[src/rtl/vic2_pkg.sv]
package vic2_pkg;
  localparam int ADDR_W = 8;
  localparam int DATA_W = 8;
  localparam int VEC_W  = 16;
  localparam int N_SRC  = 7;

  localparam logic [ADDR_W-1:0] A_EN0  = 8'hA8;
  localparam logic [ADDR_W-1:0] A_EN1  = 8'hA9;
  localparam logic [ADDR_W-1:0] A_PRI0 = 8'hB8;
  localparam logic [ADDR_W-1:0] A_PRI1 = 8'hB9;

  localparam logic [DATA_W-1:0] M_EN0  = 8'hBF;
  localparam logic [DATA_W-1:0] M_EN1  = 8'h02;
  localparam logic [DATA_W-1:0] M_PRI0 = 8'h3F;
  localparam logic [DATA_W-1:0] M_PRI1 = 8'h02;

  // Source index 6 (two-wire) skips one slot of the 8-byte vector spacing.
  function automatic logic [VEC_W-1:0] vec_of(input int idx);
    int slot;
    slot = (idx == N_SRC - 1) ? N_SRC : idx;
    return VEC_W'(slot * 8 + 3);
  endfunction
endpackage

[src/rtl/vic2_sfr.sv]
module vic2_sfr
  import vic2_pkg::*;
#(
  parameter int AW = ADDR_W,
  parameter int DW = DATA_W,
  parameter int N  = N_SRC
) (
  input  logic          clk,
  input  logic          rst,
  input  logic          wr,
  input  logic [AW-1:0] addr,
  input  logic [DW-1:0] wdata,
  output logic [DW-1:0] rdata,
  output logic [N-1:0]  src_en,
  output logic [N-1:0]  src_hi,
  output logic          gbl_en
);
  logic [DW-1:0] en0_q, en1_q, pri0_q, pri1_q;
  logic [DW-1:0] rd_mux;

  always_ff @(posedge clk) begin
    if (rst) begin
      en0_q  <= '0;
      en1_q  <= '0;
      pri0_q <= '0;
      pri1_q <= '0;
    end else if (wr) begin
      case (addr)
        A_EN0:   en0_q  <= wdata & M_EN0;
        A_EN1:   en1_q  <= wdata & M_EN1;
        A_PRI0:  pri0_q <= wdata & M_PRI0;
        A_PRI1:  pri1_q <= wdata & M_PRI1;
        default: ;
      endcase
    end
  end

  always_comb begin
    case (addr)
      A_EN0:   rd_mux = en0_q;
      A_EN1:   rd_mux = en1_q;
      A_PRI0:  rd_mux = pri0_q;
      A_PRI1:  rd_mux = pri1_q;
      default: rd_mux = '0;
    endcase
  end

  always_ff @(posedge clk) begin
    if (rst) rdata <= '0;
    else     rdata <= rd_mux;
  end

  assign gbl_en = en0_q[7];
  assign src_en = {en1_q[1], en0_q[N-2:0]};
  assign src_hi = {pri1_q[1], pri0_q[N-2:0]};

  // the unused bit of the primary enable never becomes set
  assert_en0_b6_zero_R2: assert property (@(posedge clk) disable iff (rst)
    !en0_q[6]);
endmodule

[src/rtl/vic2_pick.sv]
module vic2_pick
  import vic2_pkg::*;
#(
  parameter int N  = N_SRC,
  localparam int IW = $clog2(N)
) (
  input  logic [N-1:0]  pend,
  input  logic [N-1:0]  src_en,
  input  logic [N-1:0]  src_hi,
  input  logic          gbl_en,
  input  logic [1:0]    isv,
  output logic          found,
  output logic [IW-1:0] win_idx,
  output logic          win_hi
);
  logic [N-1:0] live, cand_hi, cand_lo;

  assign live    = pend & src_en & {N{gbl_en}};
  assign cand_hi = live &  src_hi & {N{~isv[1]}};
  assign cand_lo = live & ~src_hi & {N{isv == 2'b00}};

  // Scan from the top so the lowest index is assigned last and wins;
  // the high-level scan runs after the low one and overrides it.
  always_comb begin
    found   = 1'b0;
    win_idx = '0;
    win_hi  = 1'b0;
    for (int i = N - 1; i >= 0; i--) begin
      if (cand_lo[i]) begin
        found   = 1'b1;
        win_idx = IW'(i);
        win_hi  = 1'b0;
      end
    end
    for (int i = N - 1; i >= 0; i--) begin
      if (cand_hi[i]) begin
        found   = 1'b1;
        win_idx = IW'(i);
        win_hi  = 1'b1;
      end
    end
  end
endmodule

[src/rtl/vic2_isv.sv]
module vic2_isv (
  input  logic       clk,
  input  logic       rst,
  input  logic       set_en,
  input  logic       set_hi,
  input  logic       ret,
  output logic [1:0] isv
);
  always_ff @(posedge clk) begin
    if (rst) begin
      isv <= 2'b00;
    end else if (ret) begin
      if (isv[1]) isv[1] <= 1'b0;
      else        isv[0] <= 1'b0;
    end else if (set_en) begin
      if (set_hi) isv[1] <= 1'b1;
      else        isv[0] <= 1'b1;
    end
  end

  // a return with both levels active closes only the high level
  assert_ret_nest_R9: assert property (@(posedge clk) disable iff (rst)
    (ret && isv == 2'b11) |=> isv == 2'b01);
  // the low level is never entered while the high level is active
  assert_lo_under_hi_R8: assert property (@(posedge clk) disable iff (rst)
    (isv == 2'b10) |=> !$rose(isv[0]));
endmodule

[src/rtl/vic2_top.sv]
module vic2_top
  import vic2_pkg::*;
#(
  parameter int AW = ADDR_W,
  parameter int DW = DATA_W,
  parameter int VW = VEC_W,
  localparam int N  = N_SRC,
  localparam int IW = $clog2(N)
) (
  input  logic          clk,
  input  logic          rst,
  input  logic          sfr_wr,
  input  logic [AW-1:0] sfr_addr,
  input  logic [DW-1:0] sfr_wdata,
  output logic [DW-1:0] sfr_rdata,
  input  logic          irq_ext0,
  input  logic          irq_tmr0,
  input  logic          irq_ext1,
  input  logic          irq_tmr1,
  input  logic          irq_ser_rx,
  input  logic          irq_ser_tx,
  input  logic          irq_tmr2_ovf,
  input  logic          irq_tmr2_ext,
  input  logic          irq_tws,
  input  logic          insn_boundary,
  input  logic          reti_strobe,
  output logic          take_irq,
  output logic [VW-1:0] vec_addr,
  output logic [1:0]    in_service
);
  logic [N-1:0]  src_en, src_hi, pend_q, raw;
  logic          gbl_en, found, win_hi, ack;
  logic [IW-1:0] win_idx;

  assign raw = {irq_tws, irq_tmr2_ovf | irq_tmr2_ext, irq_ser_rx | irq_ser_tx,
                irq_tmr1, irq_ext1, irq_tmr0, irq_ext0};

  always_ff @(posedge clk) begin
    if (rst) pend_q <= '0;
    else     pend_q <= raw;
  end

  vic2_sfr #(.AW(AW), .DW(DW), .N(N)) u_sfr (
    .clk(clk), .rst(rst), .wr(sfr_wr), .addr(sfr_addr), .wdata(sfr_wdata),
    .rdata(sfr_rdata), .src_en(src_en), .src_hi(src_hi), .gbl_en(gbl_en)
  );

  vic2_pick #(.N(N)) u_pick (
    .pend(pend_q), .src_en(src_en), .src_hi(src_hi), .gbl_en(gbl_en),
    .isv(in_service), .found(found), .win_idx(win_idx), .win_hi(win_hi)
  );

  assign ack = insn_boundary & ~reti_strobe & found;

  vic2_isv u_isv (
    .clk(clk), .rst(rst), .set_en(ack), .set_hi(win_hi),
    .ret(reti_strobe), .isv(in_service)
  );

  always_ff @(posedge clk) begin
    if (rst) begin
      take_irq <= 1'b0;
      vec_addr <= '0;
    end else begin
      take_irq <= ack;
      if (ack) vec_addr <= vec_of(int'(win_idx));
    end
  end

  // a take follows a boundary
  assert_take_at_boundary_R3: assert property (@(posedge clk) disable iff (rst)
    take_irq |-> $past(insn_boundary));
  // no take on a return edge
  assert_no_take_on_ret_R9: assert property (@(posedge clk) disable iff (rst)
    take_irq |-> !$past(reti_strobe));
  // global enable off blocks everything
  assert_gbl_off_R4: assert property (@(posedge clk) disable iff (rst)
    !gbl_en |=> !take_irq);
  // an active high level blocks all takes
  assert_hi_blocks_R8: assert property (@(posedge clk) disable iff (rst)
    (in_service[1] && !reti_strobe) |=> !take_irq);
  // each take leaves a level marked in service
  assert_take_marks_R8: assert property (@(posedge clk) disable iff (rst)
    take_irq |-> in_service != 2'b00);
  // every vector sits at offset 3 of an 8-byte slot
  assert_vec_slot_R5: assert property (@(posedge clk) disable iff (rst)
    take_irq |-> vec_addr[2:0] == 3'b011);
endmodule

[config.mk]
export PLATFORM = sky130hd
export DESIGN_NAME = vic2_top
export DESIGN_NICKNAME = d
export VERILOG_FILES = /design/src/rtl/vic2_pkg.sv /design/src/rtl/vic2_sfr.sv /design/src/rtl/vic2_pick.sv /design/src/rtl/vic2_isv.sv /design/src/rtl/vic2_top.sv
export SDC_FILE = /design/constraint.sdc
export NUM_CORES = 1
export LEC_CHECK = 0
export BUFFER_PORTS_ARGS = -buffer_cell sky130_fd_sc_hd__buf_2
export CORE_MARGIN = 5
export CORE_UTILIZATION = 25
export DETAILED_ROUTE_END_ITERATION = 10
export RECOVER_POWER = 50
export SLEW_MARGIN = 10
export SYNTH_ARGS = -nofsm -noshare
export SYNTH_HDL_FRONTEND = slang
export SYNTH_HIERARCHICAL = 1
export SYNTH_SLANG_ARGS = --single-unit
export TNS_END_PERCENT = 30
[constraint.sdc]
create_clock -name clk -period 2.75 [get_ports clk]
set_clock_uncertainty 0.2 [all_clocks]
set_input_delay 0.275 -clock clk [delete_from_list [all_inputs] [get_ports clk]]
set_output_delay 0.275 -clock clk [all_outputs]
set_load 0.05 [all_outputs]
# Word level (Yosys, flattened, before mapping)

Cells that the tools add are included.
W data, S select, Z words.

Register bits after elaboration: 49
Logic and storage cells: 81

Add/subtract/negate cells: 1
Equal/unequal tests: 7
Mux-type cells: 41
Bitwise logic cells: 13
Reductions and logical operators: 9

Operator list:

| cell                  | count |
|---|---|
| $mux W3               | 15 |
| $and A7 B7 Y7         | 6 |
| $eq A8 B8 Y1 const B  | 4 |
| $pmux W8 S4           | 1 |
| $mux W1               | 25 |
| $reduce_and A2 Y1     | 5 |
| $add A6 B2 Y7 const B | 1 |
| $not A7 Y7            | 1 |
| $ne A2 B2 Y1 const B  | 2 |
| $eq A3 B2 Y1 const B  | 1 |
| $reduce_and A3 Y1     | 1 |
| $and A1 B1 Y1         | 2 |
| $logic_not A2 Y1      | 1 |
| $not A1 Y1            | 2 |
| $or A1 B1 Y1          | 2 |
| $reduce_bool A2 Y1    | 1 |
| $reduce_or A2 Y1      | 1 |

# Longest topological paths before layout

Gate-level depths: netlist (run 1).

Word-level depth: 21
Depth in mapped cells: 8
Depth with buffers taken out: 7

# By module

Netlist (run 1), hierarchy kept.

By module, submodules not included:

| module    | instances | cells an instance | area an instance (µm²) | seq. area each (µm²) |
|---|---|---|---|---|
| vic2_sfr  | 1         | 91                | 980.9                  | 440.4 |
| vic2_top  | 1         | 47                | 470.5                  | 240.2 |
| vic2_pick | 1         | 57                | 366.6                  | 0.0 |
| vic2_isv  | 1         | 8                 | 77.6                   | 40.0 |

# Least setup slack after synthesis (run 1)

OpenSTA, ideal clock, no wires.

Path type: register to register
Start: register u_isv.isv[1]
End: register u_isv.isv[0]
Library setup time: 0.074 ns
Arrival time: 2.281 ns
Data required time: 2.476 ns
Slack: 0.195 ns
Cell stages (with the launch flop): 9
Clock period less this slack: 2.555 ns
Cell sequence: dfxtp_1 -> or2_2 -> or3_1 -> and3_1 -> nand4_1 -> and3b_1 -> buf_6 -> or4b_1 -> o21ai_0

Cells in the longest elaborated chain, start to end: 19

Ends and longest elaborated chain:

| element                               | line            | source |
|---|---|---|
| from (decl)                           | vic2_isv.sv:7   | `output logic [1:0] isv` |
| from (signal assigned)                | vic2_isv.sv:11  | `isv <= 2'b00;` |
| from (signal assigned)                | vic2_isv.sv:16  | `if (set_hi) isv[1] <= 1'b1;` |
| $logic_not A2 Y1                      | vic2_pick.sv:20 | `assign cand_lo = live & ~src_hi & {N{isv == 2'b00}};` |
| $and A7 B7 Y7                         | vic2_pick.sv:20 |  |
| $mux W1 (7 in series)                 | vic2_pick.sv:29 | `if (cand_lo[i]) begin` |
| $mux W1 (6 in series)                 | vic2_pick.sv:36 | `if (cand_hi[i]) begin` |
| $mux W1 *                             | vic2_pick.sv:36 |  |
| via found                             | vic2_top.sv:32  | `logic gbl_en, found, win_hi, ack;` |
| $and A1 B1 Y1 *                       | vic2_top.sv:53  | `assign ack = insn_boundary & ~reti_strobe & found;` |
| via ack                               | vic2_top.sv:32  |  |
| $reduce_bool A2 Y1 (no source line) * | --              |  |
| $reduce_and A3 Y1 (no source line) *  | --              |  |

Mark *: on every way through the listed nets, which the timed path passes. The rest lies on a longest branch.
A chain may end at the register's enable or synchronous reset.

# Worst setup path in the final report (run 1)

Start: register u_sfr.en0_q[7]
End: register vec_addr[3]

RTL lines:

| element                     | line            | source |
|---|---|---|
| from (decl)                 | vic2_sfr.sv:18  | `logic [DW-1:0] en0_q, en1_q, pri0_q, pri1_q;` |
| from (signal assigned)      | vic2_sfr.sv:29  | `A_EN0: en0_q <= wdata & M_EN0;` |
| $and A7 B7 Y7 *             | vic2_pick.sv:18 | `assign live = pend & src_en & {N{gbl_en}};` |
| $and A7 B7 Y7 (2 in series) | vic2_pick.sv:20 |  |
| $mux W3 (6 in series)       | vic2_pick.sv:29 |  |
| $mux W3 (6 in series)       | vic2_pick.sv:36 |  |
| $mux W3 *                   | vic2_pick.sv:36 |  |
| via win_idx[0]              | vic2_top.sv:33  | `logic [IW-1:0] win_idx;` |
| $eq A3 B2 Y1                | vic2_pkg.sv:20  | `slot = (idx == N_SRC - 1) ? N_SRC : idx;` |
| $mux W3 *                   | vic2_pkg.sv:20  |  |
| $add A6 B2 Y7 *             | vic2_pkg.sv:21  | `return VEC_W'(slot * 8 + 3);` |
| to (signal assigned)        | vic2_top.sv:66  | `if (ack) vec_addr <= vec_of(int'(win_idx));` |
| to (decl)                   | vic2_top.sv:28  | `output logic [VW-1:0] vec_addr,` |

Marked as above.

==> flow_summary.json, run 1 <==
{
  "outcome": "complete, no violations",
  "wl_per_cell_um": 12.6,
  "pin_count": 57,
  "worst_hold_slack_ns": 0.00422,
  "cp_top_family": "compound AO/OA/AOI/OAI gates",
  "first_iter_violations": 115,
  "synthFlopType": "dfxtp_1",
  "synth_top_family_by_area": "simple AND/OR/NAND/NOR gates",
  "synth.area.mux_share_pct": 12.8,
  "die_area_um2": 9420,
  "fp.dieH_um": 97.1,
  "syn_area_per_cell_um2": 9.34,
  "die_w_um": 97.1,
  "dpl_worst_slack_ns": 0.367,
  "multi_input_area_um2": 1060,
  "start_kind": "flop",
  "cts_tree": "yes",
  "max-slew-margin-rel_pct": 7.34,
  "endpoint_kind": "flop",
  "cp.required_ns": 2.75,
  "syn2layout_area_growth_pct": 22.6,
  "clockBufferDepth": 2,
  "first_pass_iters": 4,
  "dp_hpwl_mm": 3.34,
  "crit_buf_inv": 0,
  "cts.htree.levels": 2,
  "placedCellCount": 338,
  "viasPerCell": 4.40,
  "root_buffer": "clkbuf_8",
  "post_cts_buffers": 0,
  "insertion_delay_ns": 0.29,
  "worst-path-max-fanout": 6,
  "max_freq_mhz": 417,
  "p_total_mw": 1.10,
  "drive_gt1_share_pct": 21.6,
  "critPathLaunch": "u_sfr/en0_q[7]",
  "p_leak_nw": 0.944,
  "initial_utilization_pct": 25.9,
  "yosys_register_bits": 36,
  "criticalPathCategory": "flop to flop",
  "post-route-period-util_pct": 87.2,
  "grt-ovfl-total": 0,
  "min_path_type": "input port to flop",
  "setup_violations": 0,
  "hold_viol": 0,
  "setup-tns-final_ns": 0,
  "fin_area_um2": 2320,
  "p_per_area_nw_per_um2": 473,
  "syn_inst": 203,
  "critPathSlowestCell": "dfxtp_1",
  "tightest_slew_ns": 1.39,
  "synth_enable_flop_cells": 0,
  "nets": 284,
  "grt_max_degree": 39,
  "regArea_um2": 721,
  "synth_compound_area_share_pct": 7.92,
  "rows": 31,
  "drc": 0,
  "worstPathCellList": "or3b_1 > or3b_1 > a311o_1 > a31oi_1 > a21oi_1 > a211oi_2",
  "peakVddDrop_v": 0.000196,
  "first_global_vias": 1488,
  "setup_ws_ns": 0.351,
  "rsz0062_at_grt": "no",
  "synthXorXnorAreaFrac_pct": 0,
  "critical-path-max-stage-delay_ns": 0.45,
  "fill_cells": 768,
  "post-route-util_pct": 31.7,
  "cap_violations": 0,
  "hold_start": "irq_tws",
  "core_area_um2": 7330,
  "grt_first_pass_wirelength_mm": 7.29,
  "dpl-instance-area_um2": 2150,
  "syn_area_um2": 1900,
  "yosys.area_share.simple_pct": 32.8,
  "clock-sinks": 36,
  "instances_no_fill": 354,
  "cp_common_cell": "or3b_1",
  "insertedDiodeCount": 0,
  "via_count": 1558,
  "yosysWarnings": 6,
  "r2r-start": "u_sfr/en0_q[7]",
  "cp.arrival_ns": 2.40,
  "totalWireLength_mm": 4.44,
  "gp_routability_congestion": 0.868,
  "antenna_found_initial": 0,
  "report.final.slew_viol_count": 0,
  "cts_made_buffers": 5,
  "portBuffers": 43,
  "async_flop_share_pct": 0,
  "clk_pin_slew_ns": 0.08,
  "antenna_left": 0,
  "synthAdderAreaFrac_pct": 0,
  "ys_types": 48,
  "seq_area_frac_synth_pct": 38.0,
  "grt_usage_pct": 9.42,
  "min_period_ns": 2.40
}
[worst paths after layout]
path / depth (start not counted) / endpoint / slack [ns]
max: 6 / vec_addr[3] / 0.35
min: 2 / pend_q[6] / 0.004
max reg2reg: 6 / vec_addr[3] / 0.35
min reg2reg: 2 / vec_addr[5] / 0.29
[worst register-to-register path, cell delays in order, from the launching register on]
cell      delay [ns]
dfxtp_1         0.45
or3b_1          0.42
or3b_1          0.39
a311o_1         0.35
a31oi_1         0.21
a21oi_1         0.08
a211oi_2        0.21
[kinds of logic (layout without fill, tap and decap cells)]
family                 after synthesis  in the layout
and+or+nand+nor                    100            100
AOI/OAI and AO/OA                   21             21
other                                2             12
DFF                                 36             36
muxes                               23             23
buffers and inverters               21             63
[what timing repair did]
action                                 4_1_cts  5_1_grt
endpoints found under the hold margin        6        0
resized for setup                            0        0
hold buffers                                 8        0
[layout make-up]
class                           instances  share of cell area (%)
Inverter                                1                   0.161
Clock inverter                          3                    1.83
Clock buffer                            5                    2.96
Multi-Input combinational cell        156                    45.6
Sequential cell                        36                    31.0
Timing Repair Buffer                   54                    13.1
Tap cell                               99                    5.33
[synthesized netlist by cell type (2+ instances only)]
cell type   n  area, um2
dfxtp_1    36        721
nand2b_1   25        156
mux2i_1    22        220
nor2_1     20       75.1
buf_4      13       97.6
nor2b_1     8       50.1
and3b_1     5       43.8
nand3_1     5       25.0
nand4_1     5       31.3
a21oi_1     4       20.0
nand4b_1    4       35.0
nor3_1      4       20.0
buf_6       3       33.8
o21ai_0     3       15.0
or2_2       3       18.8
a21o_1      2       15.0
and3_2      2       15.0
buf_2       2       10.0
clkbuf_1    2       7.51
conb_1      2       7.51
nand2_1     2       7.51
nand3b_1    2       15.0
nor3b_1     2       15.0
o2111ai_1   2       17.5
or3b_1      2       17.5
[power by group]
group	switching (mW)	total (mW)	internal (mW)
sequential	0.00382	0.531	0.527
clock	0.204	0.472	0.268
combinational	0.0618	0.0977	0.0359
total	0.270	1.10	0.831
[layer usage]
| metal | share of wire (%) | vias up | GRT usage (%) |
|---|---|---|---|
| met3 | 6.5 | 11 | 3.45 |
| met1 | 45 | 695 | 11.5 |
| met2 | 47 | 54 | 15.3 |
| li1 | - | 798 | - |
| met4 | 1.6 | 0 | 3.24 |
| met5 | 0 | - | 0 |
[placed cells by master, fill, tap and decap left out, types with 3 or more instances in the layout]
cell type and n:
dfxtp_1 36, buf_2 33, nand2b_1 25, mux2i_1 22
nor2_1 20, conb_1 12, clkbuf_1 10, nor2b_1 8
dlygate4sd3_1 8, and3b_1 5, clkbuf_8 5, nand3_1 5
nand4_1 5, a21oi_1 4, nor3_1 4, nand4b_1 4
buf_4 3, o21ai_0 3, or2_2 3
[sequential cells by signal (all words and copies together) (netlist names)]
signal / flops
pend_q: 7
u_sfr/en0_q: 7
u_sfr/rdata: 7
u_sfr/pri0_q: 6
vec_addr: 4
u_isv/isv: 2
take_irq: 1
u_sfr/en1_q: 1
u_sfr/pri1_q: 1
Power figures use the tool's default switching activity.
==> inputs of run 2 (changes only) <==
--- a/config.mk
+++ b/config.mk
@@ -6,7 +6,7 @@
 export NUM_CORES = 1
 export LEC_CHECK = 0
 export BUFFER_PORTS_ARGS = -buffer_cell sky130_fd_sc_hd__buf_2
-export CORE_MARGIN = 5
+export CORE_MARGIN = 4
 export CORE_UTILIZATION = 25
 export DETAILED_ROUTE_END_ITERATION = 10
 export RECOVER_POWER = 50
==> run 2 against run 1 <==
  * Routed wire length grew 0.29%
  * Sequential share of layout area about the same
  * Final cell count did not move
  * Via count up 0.83%
  * Die area decreased by 4.1%
  * Critical path type unchanged
==> flow_summary.json, run 2 (synthesis gave the netlist of run 1 again) <==
{
  "portBuffers": 43,
  "nets": 284,
  "die_w_um": 95.1,
  "gp_routability_congestion": 0.856,
  "setup-tns-final_ns": 0,
  "first_pass_iters": 4,
  "cp.arrival_ns": 2.42,
  "timing.rr.end": "vec_addr[3]",
  "totalWireLength_mm": 4.46,
  "insertion_delay_ns": 0.28,
  "report.final.slew_viol_count": 0,
  "clk_pin_slew_ns": 0.07,
  "p_per_area_nw_per_um2": 471,
  "worst_hold_slack_ns": 0.0181,
  "critPathLaunch": "u_isv/isv[1]",
  "drc": 0,
  "initial_utilization_pct": 26.0,
  "antenna_left": 0,
  "wl_met1_mm": 2.13,
  "grt_max_degree": 39,
  "max-slew-margin-rel_pct": 5.88,
  "min_path_type": "input port to flop",
  "rsz0062_at_grt": "no",
  "drive_gt1_share_pct": 21.2,
  "first_global_vias": 1511,
  "antenna_found_initial": 0,
  "grt_first_pass_wirelength_mm": 7.27,
  "criticalPathCategory": "flop to flop",
  "via_count": 1571,
  "first_iter_violations": 102,
  "max_freq_mhz": 412,
  "syn2layout_area_growth_pct": 22.8,
  "root_buffer": "clkbuf_8",
  "grt_usage_pct": 10.3,
  "layout_commonest_cell": "dfxtp_1",
  "fp.dieH_um": 95.1,
  "viasPerCell": 4.44,
  "outcome": "complete, no violations",
  "die_area_um2": 9040,
  "post_cts_buffers": 0,
  "final_cell_mix": "dfxtp_1 (36), buf_2 (33), nand2b_1 (25), mux2i_1 (22), nor2_1 (20)",
  "p_leak_nw": 0.944,
  "worst-path-max-fanout": 11,
  "dp_hpwl_mm": 3.31,
  "start_kind": "flop",
  "clock-sinks": 36,
  "post-route-period-util_pct": 88.2,
  "routed.top_layer": "met4",
  "rows": 31,
  "hold_viol": 0,
  "tightest_slew_ns": 1.41,
  "clockBufferDepth": 2,
  "insertedDiodeCount": 0,
  "peakVddDrop_v": 0.000170,
  "cts.htree.levels": 2,
  "cp.required_ns": 2.74,
  "rrSetupSlack_ns": 0.33,
  "endpoint_kind": "flop",
  "core_area_um2": 7290,
  "reg2regPathDepth": 6,
  "cap_violations": 0,
  "pin_count": 57,
  "cts_tree": "yes",
  "wl_per_cell_um": 12.6,
  "top_regs": "pend_q (7), u_sfr/en0_q (7), u_sfr/rdata (7)",
  "r2r-start": "u_isv/isv[1]",
  "crit_path_end": "vec_addr[3]",
  "setup_violations": 0,
  "grt-ovfl-total": 0,
  "min_period_ns": 2.42,
  "cts_made_buffers": 5,
  "wl_met3_um": 252,
  "wl_met2_mm": 2.04
}
run 2: changes by cell type in the layout (fill, tap and decap cells not counted), sizes merged:
cell | previous run | this run
buf | 36 | 35
dlygate4sd3 | 8 | 9
run 2: repair_timing:
item                                   CTS  global route
endpoints found under the hold margin    7             0
gates resized for setup                  0             0
hold buffers                             9             0
run 2: metal layers:
layer / up-vias / global-route usage, %
met1: 719 / 13.8
met3: 4 / 2.84
li1: 799 / -
met2: 49 / 16.4
met4: 0 / 2.52
met5: - / 0
run 2: metrics by stage:
stage	power, mW	util (%)	instances	area (um2)	worst slack (ns)
floorplan	0.619	-	213	1930	0.195
detailed placement	0.634	29.3	337	2140	0.375
finish	1.10	31.9	354	2330	0.326
global placement	0.632	29.3	337	2140	0.386
CTS	1.12	32.1	354	2340	0.345
global route	1.15	31.9	354	2330	0.0851
run 2: cell type report:
class | count | area [um2]
multi-input combinational | 156 | 1060
fill | 791 | 4960
tap | 99 | 124
clock buffer | 5 | 68.8
clock inverter | 3 | 42.5
inverter | 1 | 3.75
sequential | 36 | 721
timing repair buffer | 54 | 308
run 2: worst min-delay path by stage:
stage	start	endpoint	slack [ns]	depth (start not counted)
floorplan	rst	pend_q[6]	0.15	1
global placement	vec_addr[5]	vec_addr[5]	0.27	2
detailed placement	vec_addr[5]	vec_addr[5]	0.28	2
CTS	irq_tws	pend_q[6]	0.02	2
global route	irq_tws	pend_q[6]	0.02	2
finish	irq_tws	pend_q[6]	0.02	2
run 2: report_power, final:
group | leakage (nW) | total [mW] | switching [mW] | internal, mW
registers | 0.292 | 0.531 | 0.00407 | 0.527
logic | 0.598 | 0.0998 | 0.0629 | 0.0369
clock network | 0.0541 | 0.466 | 0.198 | 0.268
total | 0.944 | 1.10 | 0.265 | 0.832
run 2: worst max-delay path, cell delays in order (launching register included):
cell	delay, ns
dfxtp_1	0.42
or3b_1	0.45
or3b_1	0.40
a311o_1	0.36
a31oi_1	0.22
a21oi_1	0.08
a211oi_2	0.21
==> inputs of run 3 (changes only) <==
==> constraint.sdc (replaced) <==
create_clock -name clk -period 2.63 [get_ports clk]
set_clock_uncertainty 0.2 [all_clocks]
set_input_delay 0.263 -clock clk [delete_from_list [all_inputs] [get_ports clk]]
set_output_delay 0.263 -clock clk [all_outputs]
set_load 0.05 [all_outputs]
==> run 3 against run 2 <==
  * Sequential share of layout area increased by 0.18 points
  * Combinational power barely moved
  * Fmax is 1.5% higher
  * Global-route usage is 0.16 points lower
  * Routed wire length shrank 3.0%
  * Register-to-register slack worse by 0.08 ns
  * Design area is 0.59% lower
  * Critical endpoint unchanged
  * Largest cell class unchanged
==> flow_summary.json, run 3 (synthesis gave the netlist of run 1 again) <==
{
  "outcome": "complete, no violations",
  "drive_gt1_share_pct": 22.4,
  "endpoint_kind": "flop",
  "cap_violations": 0,
  "setup-tns-final_ns": 0,
  "min_path_type": "input port to flop",
  "dp_hpwl_mm": 3.35,
  "drc": 0,
  "routed.top_layer": "met4",
  "setup_violations": 0,
  "die_area_um2": 9040,
  "clockBufferDepth": 2,
  "cts_tree": "yes",
  "p_total_mw": 1.13,
  "grt_max_degree": 39,
  "final_cell_mix": "dfxtp_1 (36), buf_2 (34), nand2b_1 (25), mux2i_1 (22), nor2_1 (20)",
  "first_global_vias": 1529,
  "post-route-util_pct": 31.7,
  "wl_met1_mm": 2.03,
  "core_area_um2": 7290,
  "min_period_ns": 2.39,
  "root_buffer": "clkbuf_8",
  "hold_viol": 0,
  "clock-sinks": 36,
  "insertedDiodeCount": 0,
  "totalWireLength_mm": 4.32,
  "gp_routability_congestion": 0.848,
  "peakVddDrop_v": 0.000175,
  "rsz0062_at_grt": "no",
  "tightest_slew_ns": 1.38,
  "p_leak_nw": 0.945,
  "pin_count": 57,
  "max-slew-margin-rel_pct": 8.21,
  "antenna_left": 0,
  "wl_met3_um": 289,
  "insertion_delay_ns": 0.29,
  "cts.htree.levels": 2,
  "report.final.slew_viol_count": 0,
  "rows": 31,
  "max_freq_mhz": 419,
  "clk_pin_slew_ns": 0.07,
  "viasPerCell": 4.39,
  "nets": 283,
  "fill_cells": 814,
  "grt-ovfl-total": 0,
  "first_iter_violations": 60,
  "post_cts_resized": 0,
  "cp.required_ns": 2.62,
  "multi_input_area_um2": 1060,
  "grt_usage_pct": 10.1,
  "antenna_found_initial": 0,
  "wl_per_cell_um": 12.2,
  "wl_met2_mm": 1.98,
  "fp.dieH_um": 95.1,
  "via_count": 1549,
  "grt_first_pass_wirelength_mm": 7.20,
  "first_pass_iters": 4,
  "criticalPathCategory": "flop to flop",
  "initial_utilization_pct": 26.0,
  "portBuffers": 43,
  "worst-path-max-fanout": 11,
  "p_per_area_nw_per_um2": 490,
  "cp.arrival_ns": 2.38,
  "cts_made_buffers": 5,
  "die_w_um": 95.1,
  "layout_commonest_cell": "dfxtp_1",
  "start_kind": "flop",
  "top_regs": "pend_q (7), u_sfr/en0_q (7), u_sfr/rdata (7)",
  "syn2layout_area_growth_pct": 22.0,
  "post-route-period-util_pct": 90.8,
  "regArea_um2": 721
}
==> run 3: cell types whose count changed in the layout (fill, tap and decap cells not counted), sizes merged <==
cell	previous run	this run
dlygate4sd3	9	6
clkbuf	15	14
buf	35	38
==> run 3: path summary, 6_finish.rpt <==
path              slack, ns     endpoint  cells past startpoint          from
setup / recovery       0.24  vec_addr[3]                      6  u_isv/isv[1]
hold / removal        0.005    pend_q[2]                      2      irq_ext1
setup reg to reg       0.24  vec_addr[3]                      6  u_isv/isv[1]
hold reg to reg        0.29  vec_addr[1]                      2   vec_addr[1]
==> run 3: through the flow <==
step / cells / hold slack, ns / instance area, um2 / setup WS (ns)
2_1_floorplan: 213 / 0.135 / 1930 / 0.0751
3_3_place_gp: 339 / 0.268 / 2150 / 0.263
3_5_place_dp: 339 / 0.274 / 2150 / 0.272
4_1_cts: 353 / 0.00391 / 2320 / 0.231
5_1_grt: 353 / 0.00831 / 2310 / 0.0939
6_report: 353 / 0.00462 / 2310 / 0.242
==> run 3: timing repair <==
action | in CTS | in global routing
endpoints found under the hold margin | 5 | 0
hold buffers | 6 | 0
setup buffers | 0 | 0
==> run 3: report_power, final <==
part	total, mW	switching, mW	leakage, nW	internal, mW
logic	0.101	0.0652	0.598	0.0357
registers	0.555	0.00401	0.292	0.551
clock network	0.479	0.198	0.0541	0.280
==> run 3: critical path, stage by stage (launching register included) <==
cell and delay [ns]:
dfxtp_1 0.40, or3b_1 0.46, or3b_1 0.41, a311o_1 0.36
a31oi_1 0.19, a21oi_1 0.07, a211oi_2 0.21
==> run 3: cell type report <==
class,instances,area share [%]
sequential,36,31.2
tap,99,5.35
clock buffer,5,2.97
timing repair buffer,53,12.7
inverter,1,0.162
multi-input combinational,156,45.8
clock inverter,3,1.84
==> run 3: per-layer routing <==
metal	global-route usage [%]	up-vias
li1	-	792
met1	13.5	705
met2	16.1	50
met3	3.00	2
met4	2.52	0
met5	0	-
